[src/rtl/stride2d_pkg.sv]
package stride2d_pkg;
  localparam int unsigned SIDES = 2;
  typedef enum logic [0:0] {SIDE_SRC = 1'b0, SIDE_DST = 1'b1} side_e;
endpackage

[src/rtl/s2d_seq.sv]
module s2d_seq #(
  parameter int unsigned CNT_W   = 16,
  parameter int unsigned RUN_W   = 12,
  parameter int unsigned MAX_CNT = 4095
) (
  input  logic             clk,
  input  logic             rst,
  input  logic             start,
  input  logic             advance,
  input  logic [CNT_W-1:0] total_cnt,
  input  logic [RUN_W-1:0] run_len,
  input  logic             stride_any,
  output logic             load,
  output logic             beat,
  output logic             wrap,
  output logic             active,
  output logic             last,
  output logic             done
);
  localparam logic [CNT_W-1:0] MAX_V = CNT_W'(MAX_CNT);
  localparam logic [CNT_W-1:0] ONE_C = CNT_W'(1);
  localparam logic [CNT_W-1:0] TWO_C = CNT_W'(2);
  localparam logic [RUN_W-1:0] ONE_R = RUN_W'(1);

  logic [CNT_W-1:0] remain;
  logic [RUN_W-1:0] pos, bnd;
  logic             ok_len, empty;

  assign ok_len = (total_cnt <= MAX_V);
  assign empty  = (total_cnt == '0) || (stride_any && (run_len == '0));
  assign load   = start && !active && ok_len && !empty;
  assign beat   = active && advance;
  assign wrap   = (pos == bnd - ONE_R);

  always_ff @(posedge clk) begin
    if (rst) begin
      remain <= '0;
      pos    <= '0;
      bnd    <= '0;
      active <= 1'b0;
      last   <= 1'b0;
      done   <= 1'b0;
    end else begin
      done <= 1'b0;
      if (!active) begin
        if (start && ok_len) begin
          if (empty) begin
            done <= 1'b1;
          end else begin
            active <= 1'b1;
            remain <= total_cnt;
            last   <= (total_cnt == ONE_C);
            pos    <= '0;
            bnd    <= run_len;
          end
        end
      end else if (advance) begin
        remain <= remain - ONE_C;
        last   <= (remain == TWO_C);
        pos    <= wrap ? '0 : pos + ONE_R;
        if (remain == ONE_C) begin
          active <= 1'b0;
          last   <= 1'b0;
          done   <= 1'b1;
        end
      end
    end
  end
endmodule

[src/rtl/s2d_side.sv]
module s2d_side #(
  parameter int unsigned ADDR_W = 32,
  parameter int unsigned HOLE_W = 12,
  parameter int unsigned WC_W   = 2
) (
  input  logic              clk,
  input  logic              rst,
  input  logic              load,
  input  logic [ADDR_W-1:0] base,
  input  logic              stride_en,
  input  logic [HOLE_W-1:0] hole,
  input  logic [WC_W-1:0]   wcode,
  input  logic              beat,
  input  logic              wrap,
  input  logic              last,
  output logic [ADDR_W-1:0] addr
);
  localparam logic [ADDR_W-1:0] ONE_A = ADDR_W'(1);

  logic              en_q;
  logic [HOLE_W-1:0] hole_q;
  logic [WC_W-1:0]   wc_q;
  logic [ADDR_W-1:0] hole_ext, step;

  assign hole_ext = {{(ADDR_W-HOLE_W){1'b0}}, hole_q};
  assign step     = (en_q && wrap) ? (hole_ext << wc_q) : (ONE_A << wc_q);

  always_ff @(posedge clk) begin
    if (rst) begin
      addr   <= '0;
      en_q   <= 1'b0;
      hole_q <= '0;
      wc_q   <= '0;
    end else if (load) begin
      addr   <= base;
      en_q   <= stride_en;
      hole_q <= hole;
      wc_q   <= wcode;
    end else if (beat && !last) begin
      addr <= addr + step;
    end
  end
endmodule

[src/rtl/stride2d_agen.sv]
module stride2d_agen #(
  parameter int unsigned ADDR_W  = 32,
  parameter int unsigned CNT_W   = 16,
  parameter int unsigned RUN_W   = 12,
  parameter int unsigned HOLE_W  = 12,
  parameter int unsigned WC_W    = 2,
  parameter int unsigned MAX_CNT = 4095
) (
  input  logic              clk,
  input  logic              rst,
  input  logic              start,
  input  logic              advance,
  input  logic [ADDR_W-1:0] src_base,
  input  logic [ADDR_W-1:0] dst_base,
  input  logic [WC_W-1:0]   wcode,
  input  logic [CNT_W-1:0]  total_cnt,
  input  logic [RUN_W-1:0]  run_len,
  input  logic [HOLE_W-1:0] src_hole,
  input  logic [HOLE_W-1:0] dst_hole,
  input  logic              src_stride_en,
  input  logic              dst_stride_en,
  output logic [ADDR_W-1:0] src_addr,
  output logic [ADDR_W-1:0] dst_addr,
  output logic              active,
  output logic              last,
  output logic              done
);
  import stride2d_pkg::*;

  logic load, beat, wrap;
  logic [ADDR_W-1:0] base_a [SIDES];
  logic [ADDR_W-1:0] addr_a [SIDES];
  logic [HOLE_W-1:0] hole_a [SIDES];
  logic              en_a   [SIDES];

  assign base_a[SIDE_SRC] = src_base;
  assign base_a[SIDE_DST] = dst_base;
  assign hole_a[SIDE_SRC] = src_hole;
  assign hole_a[SIDE_DST] = dst_hole;
  assign en_a[SIDE_SRC]   = src_stride_en;
  assign en_a[SIDE_DST]   = dst_stride_en;
  assign src_addr         = addr_a[SIDE_SRC];
  assign dst_addr         = addr_a[SIDE_DST];

  s2d_seq #(.CNT_W(CNT_W), .RUN_W(RUN_W), .MAX_CNT(MAX_CNT)) u_seq (
    .clk(clk), .rst(rst), .start(start), .advance(advance),
    .total_cnt(total_cnt), .run_len(run_len),
    .stride_any(src_stride_en | dst_stride_en),
    .load(load), .beat(beat), .wrap(wrap),
    .active(active), .last(last), .done(done)
  );

  for (genvar s = 0; s < SIDES; s++) begin : g_side
    s2d_side #(.ADDR_W(ADDR_W), .HOLE_W(HOLE_W), .WC_W(WC_W)) u_side (
      .clk(clk), .rst(rst), .load(load), .base(base_a[s]),
      .stride_en(en_a[s]), .hole(hole_a[s]), .wcode(wcode),
      .beat(beat), .wrap(wrap), .last(last), .addr(addr_a[s])
    );
  end
endmodule

[config.mk]
export PLATFORM = sky130hd
export DESIGN_NAME = stride2d_agen
export DESIGN_NICKNAME = d
export VERILOG_FILES = /design/src/rtl/stride2d_pkg.sv /design/src/rtl/s2d_seq.sv /design/src/rtl/s2d_side.sv /design/src/rtl/stride2d_agen.sv
export SDC_FILE = /design/constraint.sdc
export NUM_CORES = 1
export LEC_CHECK = 0
export BUFFER_PORTS_ARGS = -buffer_cell sky130_fd_sc_hd__clkbuf_2
export CAP_MARGIN = 20
export CORE_UTILIZATION = 50
export DETAILED_ROUTE_END_ITERATION = 16
export PLACE_DENSITY = 0.76
export SYNTH_ARGS = -nofsm -noshare
export SYNTH_HDL_FRONTEND = slang
export SYNTH_SLANG_ARGS = --single-unit
[constraint.sdc]
create_clock -name clk -period 4.4 [get_ports clk]
set_input_delay 0.22 -clock clk [delete_from_list [all_inputs] [get_ports clk]]
set_output_delay 0.22 -clock clk [all_outputs]
set_load 0.02 [all_outputs]
==> results of run 1 <==
[per-stage QoR]
stage | hold WS, ns | util, % | cell area (sq um) | total power, uW | instances
3_5_place_dp | 0.448 | 61.0 | 10500 | 1630 | 1612
2_1_floorplan | 0.356 | - | 8790 | 1480 | 1171
5_1_grt | 0.0102 | 68.0 | 11700 | 3090 | 1663
4_1_cts | 0.000317 | 65.9 | 11400 | 2990 | 1655
6_report | 0.0115 | 68.0 | 11700 | 2980 | 1663
3_3_place_gp | 0.444 | 61.0 | 10500 | 1620 | 1612
[layout make-up]
| type | count | area share [%] |
|---|---|---|
| clock inverter | 14 | 1.08 |
| clock buffer | 18 | 3.66 |
| multi-input combinational | 933 | 52.5 |
| timing repair buffer | 315 | 16.5 |
| inverter | 23 | 0.736 |
| tap | 225 | 2.40 |
| sequential | 135 | 23.1 |
[final timing paths]
check	startpoint	end	slack [ns]
max reg2reg	u_seq.bnd[1]	g_side[0].u_side.addr[31]	-0.11
max	u_seq.bnd[1]	g_side[0].u_side.addr[31]	-0.11
min reg2reg	g_side[1].u_side.en_q	g_side[1].u_side.en_q	0.47
min	src_hole[6]	g_side[0].u_side.hole_q[6]	0.01
[state kept, by name, indices dropped and copies added (netlist names)]
signal                cells
u_seq.last                1
u_seq.active              1
u_seq.bnd                12
u_seq.remain             16
g_side.u_side.hole_q     24
u_seq.done                1
g_side.u_side.en_q        2
g_side.u_side.addr       64
g_side.u_side.wc_q        2
u_seq.pos                12
[synthesized netlist by cell type (5+ instances only)]
library cell and instances:
a211oi_1 41, a21o_1 14, a21oi_1 140, a221oi_1 5, a22oi_1 9, a31oi_1 21
and2_1 6, and3_1 22, buf_1 5, clkbuf_1 73, dfxtp_1 135, ha_1 35
inv_1 23, mux2_2 5, mux2i_1 8, nand2_1 161, nand2b_1 5, nand3_1 47
nand3b_1 7, nand4_1 21, nand4b_1 7, nor2_1 83, nor2b_1 13, nor3_1 31
nor4_1 12, o2111ai_1 9, o211ai_1 6, o21a_1 10, o21ai_0 67, o21bai_1 7
o221ai_1 6, o22ai_1 8, o31ai_1 5, or2_2 5, or3_1 6, xnor2_1 24
xor2_1 33
[worst min-delay path: cells and delay by family]
family                 cells  cell delay, ns
AND/OR/NAND/NOR            1            0.05
AO/OA/AOI/OAI              1            0.05
buffers and inverters      1            0.08
[power by group through the flow]
stage | combinational, uW | sequential [uW] | clock [uW]
floorplan | 153 | 1330 | 0
global placement | 310 | 1310 | 0
detailed placement | 313 | 1310 | 0
CTS | 322 | 1290 | 1380
global route | 364 | 1290 | 1440
finish | 333 | 1290 | 1360
[cell families (layout without fill, tap and decap cells)]
logic type                 Yosys count  after routing  share of synthesized area (%)
xor gates and xnor gates            58             58                           5.94
buffers and inverters              103            370                           4.50
DFF                                135            135                           30.8
muxes                               13             13                           1.55
adders and majority gates           37             37                           5.44
and+or+nand+nor                    444            444                           24.4
AOI/OAI and AO/OA                  381            381                           27.4
[per-layer routing]
layer	vias to the layer above	track usage (%)	share of wire [%]
li1	4818	-	-
met1	4607	38.5	42
met2	361	51.6	48
met3	66	5.07	6.6
met4	0	13.1	3.3
met5	-	0	0
[timing repair]
action,CTS,global route
endpoints found under the hold margin,1,0
endpoints found under the setup margin,39,49
hold buffers,1,0
pin swaps,36,41
cloned,1,0
resized for setup,50,69
setup buffers,9,9
==> results by group, run 1 <==
Run status
  – Status: complete, but fails checks
  – Failing checks: negative setup slack

Timing
  – Worst-margin pin slew: 1.13 ns
  – Min Tclk post-route: 4.51 ns
  – Unrepaired setup endpoints after global routing: yes
  – Worst Clk Skew: 0.0103 ns
  – TNS Setup: -0.686 ns
  – Fin crit share: 103%
  – Slack of the critical path: -0.114 ns
  – Slew HR: 24.6%
  – Pins Over Slew Limit: 0
  – Hold Vio Cnt, Final: 0
  – # setup viols final: 9
  – Achievable Freq: 0.222 GHz

Yosys
  – Synth cell types: 71
  – Post-synth ARST share: 0%
  – Yosys warns: 0
  – Post-synthesis sequential area ratio: 30.8%
  – Cell Area, Synth: 0.00879 sq mm
  – Flops & latches, synth: 135
  – Post-synth top area cell: dfxtp_1
  – Primary FF master, synth: dfxtp_1
  – Post-Synthesis Cells: 1171
  – Synth top area cells: dfxtp_1 31%, a21oi_1 8.0%, nand2_1 6.9%, ha_1 5.0%, o21ai_0 3.8%
  – Mapped Nets: 1332
  – Area fraction of the dominant cell type after synthesis: 30.8%
  – Post-synth EDFFs: 0
  – Syn Area/Cell: 7.50 sq um

Critical path
  – Buf/Inv on CP: 4
  – Most frequent CP cell: buf_4
  – Critical-path top delay cell: or4b_4
  – Critical Path Fanout Max: 8
  – Levels on crit path: 18
  – CP Data Arrival Time: 4.86 ns
  – CP top delay family: compound AO/OA/AOI/OAI gates
  – Cell Chain, Critical Path: inv_2 -> ha_4 -> or4b_4 -> nor4_4 -> o32ai_2 -> a2111oi_4 -> nand4_1 -> buf_6 -> a311oi_1 -> ha_1 -> buf_4 -> a31oi_2 -> a311oi_2 -> o211ai_1 -> buf_4 -> a21oi_4 -> a31o_2 -> a31oi_1
  – Crit path required time: 4.75 ns
  – CP peak stage delay: 0.48 ns
  – CP Class: flip-flop to flip-flop
  – Setup crit end kind: flip-flop
  – Startpoint types: flip-flop
  – Reg2Reg Depth: 18

Clock network
  – Clock Pin Slew Worst Setup and Hold Paths: 0.06 ns
  – Clk_lat worst skew: 0.43 ns
  – TritonCTS Buffers: 17
  – CTS root buf: clkbuf_16
  – TritonCTS clock tree: built
  – Worst-case clock buffer depth: 2
  – Sink Count: 135
  – # H-tree levels: 4

Pwr
  – Pleak: 0.00480 uW
  – Int Pwr: 2170 uW
  – Net Sw Frac: 27.1%
  – Power Density: 254 mW/mm^2
  – P_sw: 808 uW
  – Seq pwr share: 43.1%
  – Clk pwr share: 45.7%
  – Combinational share of power: 11.2%
  – VDD IR max: 275 uV

Global routing
  – Global route overflow: 0
  – Vias in the first global route: 9108
  – Initial antenna violation count: 0
  – Largest net degree at the start of global routing: 101
  – First-pass GRT wire length: 44.4 mm
  – Gr usage total: 30.6%

Die
  – Die height: 135 um
  – Initial Utilization: 51.0%
  – # rows: 48
  – Width of the die: 135 um
  – I/O pins: 191
  – Core box area: 0.0172 sq mm
  – Die area: 0.0181 sq mm

Detailed routing
  – Vias: 9852
  – Starting DRT DRC Count: 639
  – DRC: 0
  – Final WL: 28.4 mm
  – DRT Pass-1 Iters: 6
  – Via density: 5.92
  – Antenna Nets Post-Route: 0
  – WL/cell: 17.1 um

Finish
  – Filler instances: 1468
  – Ant diodes: 0
  – Layout cell share with drive strength beyond 1: 30.9%
  – Sequential Area: 0.00271 sq mm
  – Multi-input combinational cell area: 0.00616 sq mm
  – Area delta synth->final: 33.4%
  – Commonest non-fill, non-tap cells in the layout: 189 x clkbuf_2, 160 x nand2_1, 133 x dfxtp_1, 128 x a21oi_1, 112 x buf_4
  – Commonest non-fill, non-tap cell in the layout: clkbuf_2
  – Final nets: 1586

Run
  – Max cap viols: 0

Min path
  – Hold depth: 3
  – Hold WC Path Type: primary input to flip-flop

Place
  – HPWL after DPL: 19.4 mm
  – I/O Buffers: 190
  – Pre-CTS setup slack: -0.300 ns
  – GPL Wtd Cong: 0.986
No activity file was read; power rests on OpenSTA's default activity.
==> inputs of run 2 (changes only) <==
--- a/config.mk
+++ b/config.mk
@@ -7,9 +7,9 @@
 export LEC_CHECK = 0
 export BUFFER_PORTS_ARGS = -buffer_cell sky130_fd_sc_hd__clkbuf_2
 export CAP_MARGIN = 20
-export CORE_UTILIZATION = 50
+export CORE_UTILIZATION = 55
 export DETAILED_ROUTE_END_ITERATION = 16
-export PLACE_DENSITY = 0.76
+export PLACE_DENSITY = 0.8
 export SYNTH_ARGS = -nofsm -noshare
 export SYNTH_HDL_FRONTEND = slang
 export SYNTH_SLANG_ARGS = --single-unit
==> constraint.sdc (replaced) <==
create_clock -name clk -period 4.8 [get_ports clk]
set_input_delay 0.24 -clock clk [delete_from_list [all_inputs] [get_ports clk]]
set_output_delay 0.24 -clock clk [all_outputs]
set_load 0.02 [all_outputs]
==> results by group, run 2 (synthesized netlist as in run 1, its figures left out) <==
Critical path
  – Critical Path Fanout Max: 5
  – Crit path required time: 5.15 ns
  – CP Data Arrival Time: 4.88 ns
  – Startpoint types: flip-flop
  – CP Class: flip-flop to flip-flop
  – Reg-to-Reg Start: u_seq.bnd[1]
  – Setup crit end kind: flip-flop
  – Worst Setup SP: u_seq.bnd[1]

Die
  – Core box area: 0.0154 sq mm
  – Width of the die: 128 um
  – Initial Utilization: 57.2%
  – Die height: 128 um
  – I/O pins: 191
  – Die area: 0.0165 sq mm
  – # rows: 45

Place
  – # placed instances: 1519
  – I/O Buffers: 190
  – GPL Wtd Cong: 0.927
  – HPWL after DPL: 17.8 mm

Min path
  – Hold WC Path Type: primary input to flip-flop
  – Worst Hold Launch: dst_hole[2]

Clock network
  – Clk_lat worst skew: 0.43 ns
  – CTS root buf: clkbuf_16
  – Clock Pin Slew Worst Setup and Hold Paths: 0.06 ns
  – # H-tree levels: 4
  – Hold buffers post-CTS: 0
  – Worst-case clock buffer depth: 2
  – TritonCTS Buffers: 17
  – Sink Count: 135
  – TritonCTS clock tree: built

Finish
  – Commonest non-fill, non-tap cells in the layout: 189 x clkbuf_2, 161 x nand2_1, 138 x a21oi_1, 134 x dfxtp_1, 83 x nor2_1
  – Sequential Area: 0.00270 sq mm
  – Top reg by flops: g_side.u_side.addr
  – Layout cell share with drive strength beyond 1: 21.1%
  – Final nets: 1490
  – Ant diodes: 0
  – Area delta synth->final: 20.9%
  – Max reg flops: 64
  – Filler instances: 1329
  – Multi-input combinational cell area: 0.00575 sq mm
  – Commonest non-fill, non-tap cell in the layout: clkbuf_2
  – Core Util, Final: 69.1%
  – Top flop regs: g_side.u_side.addr: 64 flops, g_side.u_side.hole_q: 24 flops, u_seq.remain: 16 flops
  – Layout Cells excl Fill: 1553

Detailed routing
  – Via density: 6.06
  – Final WL: 25.2 mm
  – WL/cell: 16.2 um
  – DRT Pass-1 Iters: 7
  – DRC: 0
  – Antenna Nets Post-Route: 0
  – Vias: 9416
  – Starting DRT DRC Count: 622

Timing
  – Slew HR: 37.4%
  – Worst-margin pin slew: 0.939 ns
  – Unrepaired setup endpoints after global routing: yes
  – # setup viols final: 0
  – Worst Clk Skew: 0.00848 ns
  – TNS Setup: 0 ns
  – Fin crit share: 94.4%
  – Pins Over Slew Limit: 0
  – Hold Vio Cnt, Final: 0
  – Min Tclk post-route: 4.53 ns
  – Achievable Freq: 0.221 GHz

Global routing
  – Initial antenna violation count: 0
  – Vias in the first global route: 8522
  – First-pass GRT wire length: 40.1 mm
  – Largest net degree at the start of global routing: 122
  – Global route overflow: 0
  – Gr usage total: 30.4%

Pwr
  – Power Density: 269 mW/mm^2
  – Seq pwr share: 41.3%
  – VDD IR max: 258 uV
  – Combinational share of power: 9.6%
  – Pleak: 0.00431 uW
  – Int Pwr: 2180 uW
  – Net Sw Frac: 23.7%
  – Clk pwr share: 49.1%
  – P_sw: 679 uW

Run
  – Max cap viols: 0

Run status
  – Status: finished clean
## run 2: worst max-delay path: stages, from the launching register on
cell	delay, ns
dfxtp_1	0.32
inv_1	0.06
ha_1	0.16
or4b_4	0.50
nor4_4	0.15
o32ai_2	0.12
a2111oi_4	0.38
nand4_1	0.15
buf_4	0.19
or3b_1	0.39
a21oi_1	0.17
ha_1	0.26
a21oi_1	0.16
nand4b_1	0.17
a311oi_2	0.13
o211ai_1	0.43
buf_4	0.22
a21oi_2	0.08
a31o_2	0.26
a31oi_1	0.16
## run 2: layout make-up
cell class | instances | share of cell area, %
timing repair buffer | 219 | 11.1
tap | 211 | 2.48
inverter | 23 | 0.813
clock inverter | 8 | 1.34
sequential | 135 | 25.4
clock buffer | 24 | 4.63
multi-input combinational | 933 | 54.1
## run 2: final timing paths
| path | slack (ns) | cells after the start | to |
|---|---|---|---|
| worst max-delay path | 0.27 | 19 | g_side[0].u_side.addr[31] |
| worst min-delay path | 0.03 | 3 | g_side[1].u_side.hole_q[2] |
| worst max register to register | 0.27 | 19 | g_side[0].u_side.addr[31] |
| worst min register to register | 0.47 | 2 | g_side[0].u_side.en_q |
## run 2: per-stage QoR
stage / hold slack [ns] / power (uW) / worst slack (ns) / cell area, sq um
6_report: 0.0285 / 2860 / 0.270 / 10600
2_1_floorplan: 0.376 / 1360 / 0.293 / 8790
5_1_grt: 0.0350 / 2950 / -0.0456 / 10600
4_1_cts: 0.0230 / 2870 / 0.0697 / 10600
3_5_place_dp: 0.469 / 1470 / 0.0546 / 9910
3_3_place_gp: 0.458 / 1470 / 0.142 / 9910
## run 2: power groups by stage
stage                     Clock (uW)  Combinational [uW]  Sequential (uW)
after floorplan                    0                 141             1220
after global placement             0                 266             1200
after detailed placement           0                 270             1200
after CTS                       1420                 272             1180
after global routing            1460                 304             1180
final                           1410                 276             1180
## run 2: timing repair
action	in CTS	in global routing
gates cloned	0	0
buffers inserted	1	1
resized for setup	1	17
endpoints found under the setup margin	4	34
pin swaps	1	7
## run 2: layer usage
metal	vias to the layer above	wire [um]	GRT usage, %
met5	-	0	0
met2	325	12300	52.6
met1	4399	10400	36.2
met4	0	1010	14.7
met3	69	1530	6.15
li1	4623	-	-
